## src/rtl/wdt_pkg.sv

```systemverilog
package wdt_pkg;
    localparam int unsigned BUS_W  = 32;
    localparam int unsigned ADDR_W = 3;

    localparam logic [ADDR_W-1:0] A_CNT = 3'd0;
    localparam logic [ADDR_W-1:0] A_STS = 3'd1;
    localparam logic [ADDR_W-1:0] A_CTL = 3'd2;
    localparam logic [ADDR_W-1:0] A_MSG = 3'd3;
    localparam logic [ADDR_W-1:0] A_TMR = 3'd4;

    // bit positions inside the 32-bit word
    localparam int unsigned TO_POS     = 3;
    localparam int unsigned SEC_POS    = 17;
    localparam int unsigned BOOT_POS   = 18;
    localparam int unsigned HALT_BIT   = 11;  // within first control
    localparam int unsigned NOREBT_BIT = 0;   // within second control

    localparam logic [15:0] CTL2_RST  = 16'h0008;
    localparam logic [7:0]  SWIRQ_RST = 8'h03;
    localparam int unsigned TMR_RST   = 4;

    function automatic logic [BUS_W-1:0] lane_merge(
        input logic [BUS_W-1:0]   old_v,
        input logic [BUS_W-1:0]   new_v,
        input logic [BUS_W/8-1:0] be
    );
        logic [BUS_W-1:0] r;
        for (int i = 0; i < BUS_W/8; i++) begin
            r[i*8 +: 8] = be[i] ? new_v[i*8 +: 8] : old_v[i*8 +: 8];
        end
        return r;
    endfunction
endpackage

```

## src/rtl/wdt_counter.sv

```systemverilog
module wdt_counter #(
    parameter int unsigned CNT_W = 10
) (
    input  logic             clk_i,
    input  logic             rst_ni,
    input  logic             tick_i,
    input  logic             halt_i,
    input  logic             load_i,
    input  logic [CNT_W-1:0] tmr_i,
    output logic [CNT_W-1:0] cnt_o,
    output logic             expire_o
);
    typedef struct packed {
        logic [CNT_W-1:0] cnt;
    } cnt_state_t;

    cnt_state_t s_d, s_q;

    always_comb begin
        s_d      = s_q;
        expire_o = 1'b0;
        if (load_i) begin
            s_d.cnt = tmr_i;
        end else if (tick_i && !halt_i) begin
            if (s_q.cnt <= CNT_W'(1)) begin
                expire_o = 1'b1;
                s_d.cnt  = tmr_i;
            end else begin
                s_d.cnt = s_q.cnt - CNT_W'(1);
            end
        end
    end

    always_ff @(posedge clk_i or negedge rst_ni) begin
        if (!rst_ni) s_q <= '0;
        else         s_q <= s_d;
    end

    assign cnt_o = s_q.cnt;
endmodule

```

## src/rtl/wdt_status.sv

```systemverilog
module wdt_status (
    input  logic clk_i,
    input  logic rst_ni,
    input  logic expire_i,
    input  logic no_reboot_i,
    input  logic clr_to_i,
    input  logic clr_sec_i,
    input  logic clr_boot_i,
    output logic to_o,
    output logic sec_o,
    output logic boot_o,
    output logic rst_req_o
);
    typedef struct packed {
        logic to;
        logic sec;
        logic boot;
        logic rst;
    } sts_state_t;

    sts_state_t s_d, s_q;

    always_comb begin
        s_d     = s_q;
        s_d.rst = 1'b0;
        if (clr_to_i)   s_d.to   = 1'b0;
        if (clr_sec_i)  s_d.sec  = 1'b0;
        if (clr_boot_i) s_d.boot = 1'b0;
        // a set in the same cycle overrides the clear
        if (expire_i) begin
            if (s_q.to) begin
                s_d.sec  = 1'b1;
                s_d.boot = 1'b1;
                s_d.rst  = !no_reboot_i;
            end
            s_d.to = 1'b1;
        end
    end

    always_ff @(posedge clk_i or negedge rst_ni) begin
        if (!rst_ni) s_q <= '0;
        else         s_q <= s_d;
    end

    assign to_o      = s_q.to;
    assign sec_o     = s_q.sec;
    assign boot_o    = s_q.boot;
    assign rst_req_o = s_q.rst;
endmodule

```

## src/rtl/wdt_regs.sv

```systemverilog
module wdt_regs
    import wdt_pkg::*;
#(
    parameter int unsigned CNT_W = 10
) (
    input  logic               clk_i,
    input  logic               rst_ni,
    input  logic               wr_i,
    input  logic               rd_i,
    input  logic [ADDR_W-1:0]  addr_i,
    input  logic [BUS_W/8-1:0] be_i,
    input  logic [BUS_W-1:0]   wdata_i,
    input  logic [CNT_W-1:0]   cnt_i,
    input  logic               to_i,
    input  logic               sec_i,
    input  logic               boot_i,
    output logic [BUS_W-1:0]   rdata_o,
    output logic [CNT_W-1:0]   tmr_o,
    output logic               halt_o,
    output logic               no_reboot_o,
    output logic               load_o,
    output logic               clr_to_o,
    output logic               clr_sec_o,
    output logic               clr_boot_o
);
    typedef struct packed {
        logic [7:0]       dat_in;
        logic [7:0]       dat_out;
        logic [15:0]      ctl1;
        logic [15:0]      ctl2;
        logic [7:0]       msg1;
        logic [7:0]       msg2;
        logic [7:0]       wdcnt;
        logic [7:0]       swirq;
        logic [CNT_W-1:0] tmr;
        logic [BUS_W-1:0] rdata;
    } reg_state_t;

    reg_state_t       s_d, s_q;
    logic [BUS_W-1:0] img;
    logic [BUS_W-1:0] wmrg;
    logic [BUS_W-1:0] sts_img;
    logic             sts_wr;

    always_comb begin
        sts_img           = '0;
        sts_img[TO_POS]   = to_i;
        sts_img[SEC_POS]  = sec_i;
        sts_img[BOOT_POS] = boot_i;

        case (addr_i)
            A_CNT:   img = {s_q.dat_out, s_q.dat_in, 16'(cnt_i)};
            A_STS:   img = sts_img;
            A_CTL:   img = {s_q.ctl2, s_q.ctl1};
            A_MSG:   img = {s_q.swirq, s_q.wdcnt, s_q.msg2, s_q.msg1};
            A_TMR:   img = BUS_W'(s_q.tmr);
            default: img = '0;
        endcase

        wmrg = lane_merge(img, wdata_i, be_i);

        s_d = s_q;
        if (wr_i) begin
            case (addr_i)
                A_CNT: begin
                    s_d.dat_in  = wmrg[23:16];
                    s_d.dat_out = wmrg[31:24];
                end
                A_CTL: begin
                    s_d.ctl1 = wmrg[15:0];
                    s_d.ctl2 = wmrg[31:16];
                end
                A_MSG: begin
                    s_d.msg1  = wmrg[7:0];
                    s_d.msg2  = wmrg[15:8];
                    s_d.wdcnt = wmrg[23:16];
                    s_d.swirq = wmrg[31:24];
                end
                A_TMR:   s_d.tmr = wmrg[CNT_W-1:0];
                default: ;
            endcase
        end
        if (rd_i) s_d.rdata = img;
    end

    always_ff @(posedge clk_i or negedge rst_ni) begin
        if (!rst_ni) begin
            s_q       <= '0;
            s_q.ctl2  <= CTL2_RST;
            s_q.swirq <= SWIRQ_RST;
            s_q.tmr   <= CNT_W'(TMR_RST);
        end else begin
            s_q <= s_d;
        end
    end

    assign sts_wr      = wr_i && (addr_i == A_STS);
    assign load_o      = wr_i && (addr_i == A_CNT) && (be_i[0] || be_i[1]);
    assign clr_to_o    = sts_wr && be_i[TO_POS/8]   && wdata_i[TO_POS];
    assign clr_sec_o   = sts_wr && be_i[SEC_POS/8]  && wdata_i[SEC_POS];
    assign clr_boot_o  = sts_wr && be_i[BOOT_POS/8] && wdata_i[BOOT_POS];
    assign rdata_o     = s_q.rdata;
    assign tmr_o       = s_q.tmr;
    assign halt_o      = s_q.ctl1[HALT_BIT];
    assign no_reboot_o = s_q.ctl2[NOREBT_BIT];
endmodule

```

## src/rtl/two_stage_wdt.sv

```systemverilog
module two_stage_wdt
    import wdt_pkg::*;
#(
    parameter int unsigned CNT_W = 10
) (
    input  logic               clk_i,
    input  logic               rst_ni,
    input  logic               tick_i,
    input  logic               bus_wr_i,
    input  logic               bus_rd_i,
    input  logic [ADDR_W-1:0]  bus_addr_i,
    input  logic [BUS_W/8-1:0] bus_be_i,
    input  logic [BUS_W-1:0]   bus_wdata_i,
    output logic [BUS_W-1:0]   bus_rdata_o,
    output logic               wd_rst_req_o
);
    logic [CNT_W-1:0] cnt_w;
    logic [CNT_W-1:0] tmr_w;
    logic             expire_w;
    logic             halt_w;
    logic             no_reboot_w;
    logic             load_w;
    logic             clr_to_w;
    logic             clr_sec_w;
    logic             clr_boot_w;
    logic             to_w;
    logic             sec_w;
    logic             boot_w;

    wdt_regs #(.CNT_W(CNT_W)) regs_i (
        .clk_i       (clk_i),
        .rst_ni      (rst_ni),
        .wr_i        (bus_wr_i),
        .rd_i        (bus_rd_i),
        .addr_i      (bus_addr_i),
        .be_i        (bus_be_i),
        .wdata_i     (bus_wdata_i),
        .cnt_i       (cnt_w),
        .to_i        (to_w),
        .sec_i       (sec_w),
        .boot_i      (boot_w),
        .rdata_o     (bus_rdata_o),
        .tmr_o       (tmr_w),
        .halt_o      (halt_w),
        .no_reboot_o (no_reboot_w),
        .load_o      (load_w),
        .clr_to_o    (clr_to_w),
        .clr_sec_o   (clr_sec_w),
        .clr_boot_o  (clr_boot_w)
    );

    wdt_counter #(.CNT_W(CNT_W)) cnt_i (
        .clk_i    (clk_i),
        .rst_ni   (rst_ni),
        .tick_i   (tick_i),
        .halt_i   (halt_w),
        .load_i   (load_w),
        .tmr_i    (tmr_w),
        .cnt_o    (cnt_w),
        .expire_o (expire_w)
    );

    wdt_status sts_i (
        .clk_i       (clk_i),
        .rst_ni      (rst_ni),
        .expire_i    (expire_w),
        .no_reboot_i (no_reboot_w),
        .clr_to_i    (clr_to_w),
        .clr_sec_i   (clr_sec_w),
        .clr_boot_i  (clr_boot_w),
        .to_o        (to_w),
        .sec_o       (sec_w),
        .boot_o      (boot_w),
        .rst_req_o   (wd_rst_req_o)
    );
endmodule

```

## config.mk

```make
export PLATFORM = sky130hd
export DESIGN_NAME = two_stage_wdt
export DESIGN_NICKNAME = d
export VERILOG_FILES = /design/src/rtl/wdt_pkg.sv /design/src/rtl/wdt_counter.sv /design/src/rtl/wdt_status.sv /design/src/rtl/wdt_regs.sv /design/src/rtl/two_stage_wdt.sv
export SDC_FILE = /design/constraint.sdc
export NUM_CORES = 1
export LEC_CHECK = 0
export BUFFER_PORTS_ARGS = -buffer_cell sky130_fd_sc_hd__buf_2
export CORE_ASPECT_RATIO = 0.6
export CORE_UTILIZATION = 55
export CTS_CLUSTER_DIAMETER = 200
export DETAILED_ROUTE_END_ITERATION = 8
export PLACE_DENSITY = 0.79
export REMOVE_ABC_BUFFERS = 1
export SETUP_SLACK_MARGIN = 0.2
export SLEW_MARGIN = 10
export SYNTH_ARGS = -nofsm -noshare
export SYNTH_HDL_FRONTEND = slang
export SYNTH_SLANG_ARGS = --single-unit
```

## constraint.sdc

```tcl
create_clock -name clk_i -period 3.5 [get_ports clk_i]
set_input_delay 0.875 -clock clk_i [delete_from_list [all_inputs] [get_ports clk_i]]
set_output_delay 0.875 -clock clk_i [all_outputs]
set_load 0.01 [all_outputs]
```

==> run metrics <==
status=finished, final reports clean; crit-path leading delay family=simple AND/OR/NAND/NOR gates; cts bufs inserted=17; dpl hpwl=11.4 mm; most frequent cells in the layout=dfrtp_1 (132), nand2_1 (118), buf_2 (75); Synth-to-Final Area Change=12.2%; core area=0.0121 mm^2; Max Clock Freq=373 MHz; Tmin final=2.68 ns; largest cells by area after synthesis=dfrtp_1 (48%), nand2_1 (6.4%), o22a_1 (5.5%), o21ai_0 (4.5%), buf_4 (3.7%); Worst Hold Class=input pin to asynchronous set/reset pin; pwr/cell area=640 mW/mm^2; worst reg-to-reg setup slack=1.45 ns; Fin. Hold Viols=0; critical path class=input pin to flop; CP Launch Type=input pin; Cells after Synth=709; register area=0.00341 mm^2; clk sinks=136; Initial DRT Pass Iterations=6; latest clock arrival within the worst-skew pair=0.42 ns; vias in the first global route=5462; global placement routability congestion=0.915; top cell type by total area after synthesis=dfrtp_1; Yosys top cell area share=0.480; register bit total from synthesis=136; largest net degree at the start of global routing=76; Post-Syn Area=0.00689 mm^2; Crit. End Element=flop; Max Slew Vio Count=0; routed length per instance=19.3 um; critical-path maximum fanout=21; max cap viols=0; Die H=88.7 um; global-route wire length before repair=28.5 mm; worst-margin pin slew=1.18 ns; Avg Cell Area, Syn=9.71 um^2; Main synth FF type=dfrtp_1; number of synthesized flops with an enable pin=0; yosys warns=0; Total GRT Usage=0.288; postcts setup bufs=0; Max-slew headroom=0.210; Critical Path RT=3.85 ns; die area=0.0130 mm^2; Unique masters post-synth=59; share of layout cells above drive strength 1=0.209; top-level I/O count=77; Area after DPL=0.00711 mm^2; worst path cell trace=buf_2, nor2_1, a22oi_1, nor3_1, o22a_1; Rows=31; Async SR Flop Fraction=1.00; hold slack=0.473 ns; Placement Setup Slack=0.450 ns; Residual DRC=0; Lkg Pwr=3.49 nW; grt ovf=0; initial antenna violation count=0; Initial DRC Count=529; Total Wirelength=17.6 mm; fin nets=779; Post-Route Setup TNS=0 ns; max incr delay on CP=0.97 ns; Clock Skew=0.0100 ns; DRT antenna net count=0; Total Power=0.00495 W; Die Wd=146 um; arrival time worst endpoint=3.03 ns; Via-to-Cell Ratio=6.25; Post-Layout Inst Area=0.00773 mm^2; worst path bufs/invs=1; area taken by multi-input logic gates=0.00295 mm^2; cts hold-fix bufs=0; Root Driver=clkbuf_16; Diodes inserted=0; final setup violating endpoints=0; RSZ-0062 raised after global routing=no; most common cell after layout, fill and taps aside=dfrtp_1; post-CTS sizing=0; CP max stage cell=nor2_1; Worst-path clk slew=0.06 ns; H-tree level count=4; vias=5695; final setup margin=0.818 ns; Seq/Total Area, Yosys=0.495; final period utilization=0.766; Max VDD drop=380 uV; Initial Util=0.567; clk buf depth=2; TritonCTS clock tree=done; IO buf count=76; filler instances=931
-- registers in the layout, indices dropped and copies added (netlist names) --
name and flops:
cnt_i.cnt_o 10, regs_i.halt_o 1, regs_i.no_reboot_o 1, regs_i.rdata_o 32, regs_i.s_q 78, regs_i.tmr_o 10, sts_i.boot_o 1, sts_i.rst_req_o 1
sts_i.sec_o 1, sts_i.to_o 1
-- final timing paths --
| path | to | depth (start not counted) | from |
|---|---|---|---|
| max | regs_i.s_q[110] | 5 | bus_addr_i[1] |
| min | regs_i.rdata_o[4] | 1 | rst_ni |
| max reg2reg | cnt_i.cnt_o[6] | 6 | cnt_i.cnt_o[0] |
| min reg2reg | sts_i.rst_req_o | 1 | regs_i.no_reboot_o |
| max in group asynchronous | regs_i.tmr_o[2] | 2 | rst_ni |
| min in group clk_i | sts_i.rst_req_o | 1 | regs_i.no_reboot_o |
-- routing by layer --
layer	wire length [um]	vias up	share of wire	GRT usage
li1	-	2561	-	-
met5	0	-	0	0
met2	7640	275	0.43	0.428
met4	329	0	0.019	0.114
met1	8130	2822	0.46	0.411
met3	1490	37	0.085	0.0691
-- synthesized netlist by cell type (5+ instances only) --
cell type	count
a22oi_1	14
mux2i_1	17
nand2b_1	12
nor3_1	35
nor3b_1	6
buf_2	14
a21o_1	15
o22a_1	43
a21oi_1	23
nor2_1	29
dfrtp_1	132
mux2_2	14
nand4_1	5
nand2_1	118
clkbuf_1	33
o31ai_1	19
inv_1	14
a22o_1	8
buf_4	34
o21ai_0	62
-- power breakdown --
part	leakage, nW	switching [W]	internal [W]	total (W)
Sequential	1.69	0.000259	0.00189	0.00215
Clock	0.287	0.000696	0.00118	0.00187
Combinational	1.51	0.000493	0.000430	0.000923
-- per-stage QoR --
| step | instances | utilization |
|---|---|---|
| 2_1_floorplan | 625 | - |
| 3_3_place_gp | 879 | 0.586 |
| 3_5_place_dp | 879 | 0.586 |
| 4_1_cts | 911 | 0.637 |
| 5_1_grt | 911 | 0.637 |
| 6_report | 911 | 0.637 |
-- area by class of cell --
| class | instances | share of cell area |
|---|---|---|
| sequential | 136 | 0.441 |
| multi-input combinational | 475 | 0.382 |
| timing repair buffer | 89 | 0.0643 |
| clock buffer | 21 | 0.0609 |
| tap | 165 | 0.0267 |
| clock inverter | 11 | 0.0189 |
| inverter | 14 | 0.00680 |
-- cells by family (layout without fill, tap and decap cells) --
kind of cell | count (synthesis) | count (layout) | synth area share
compound gates | 206 | 206 | 0.206
flops | 136 | 136 | 0.495
buf+inv | 98 | 135 | 0.0778
simple gates | 234 | 234 | 0.164
mux | 33 | 33 | 0.0541
fa+ha+maj | 2 | 2 | 0.00363
No activity file was read; power rests on OpenSTA's default activity.
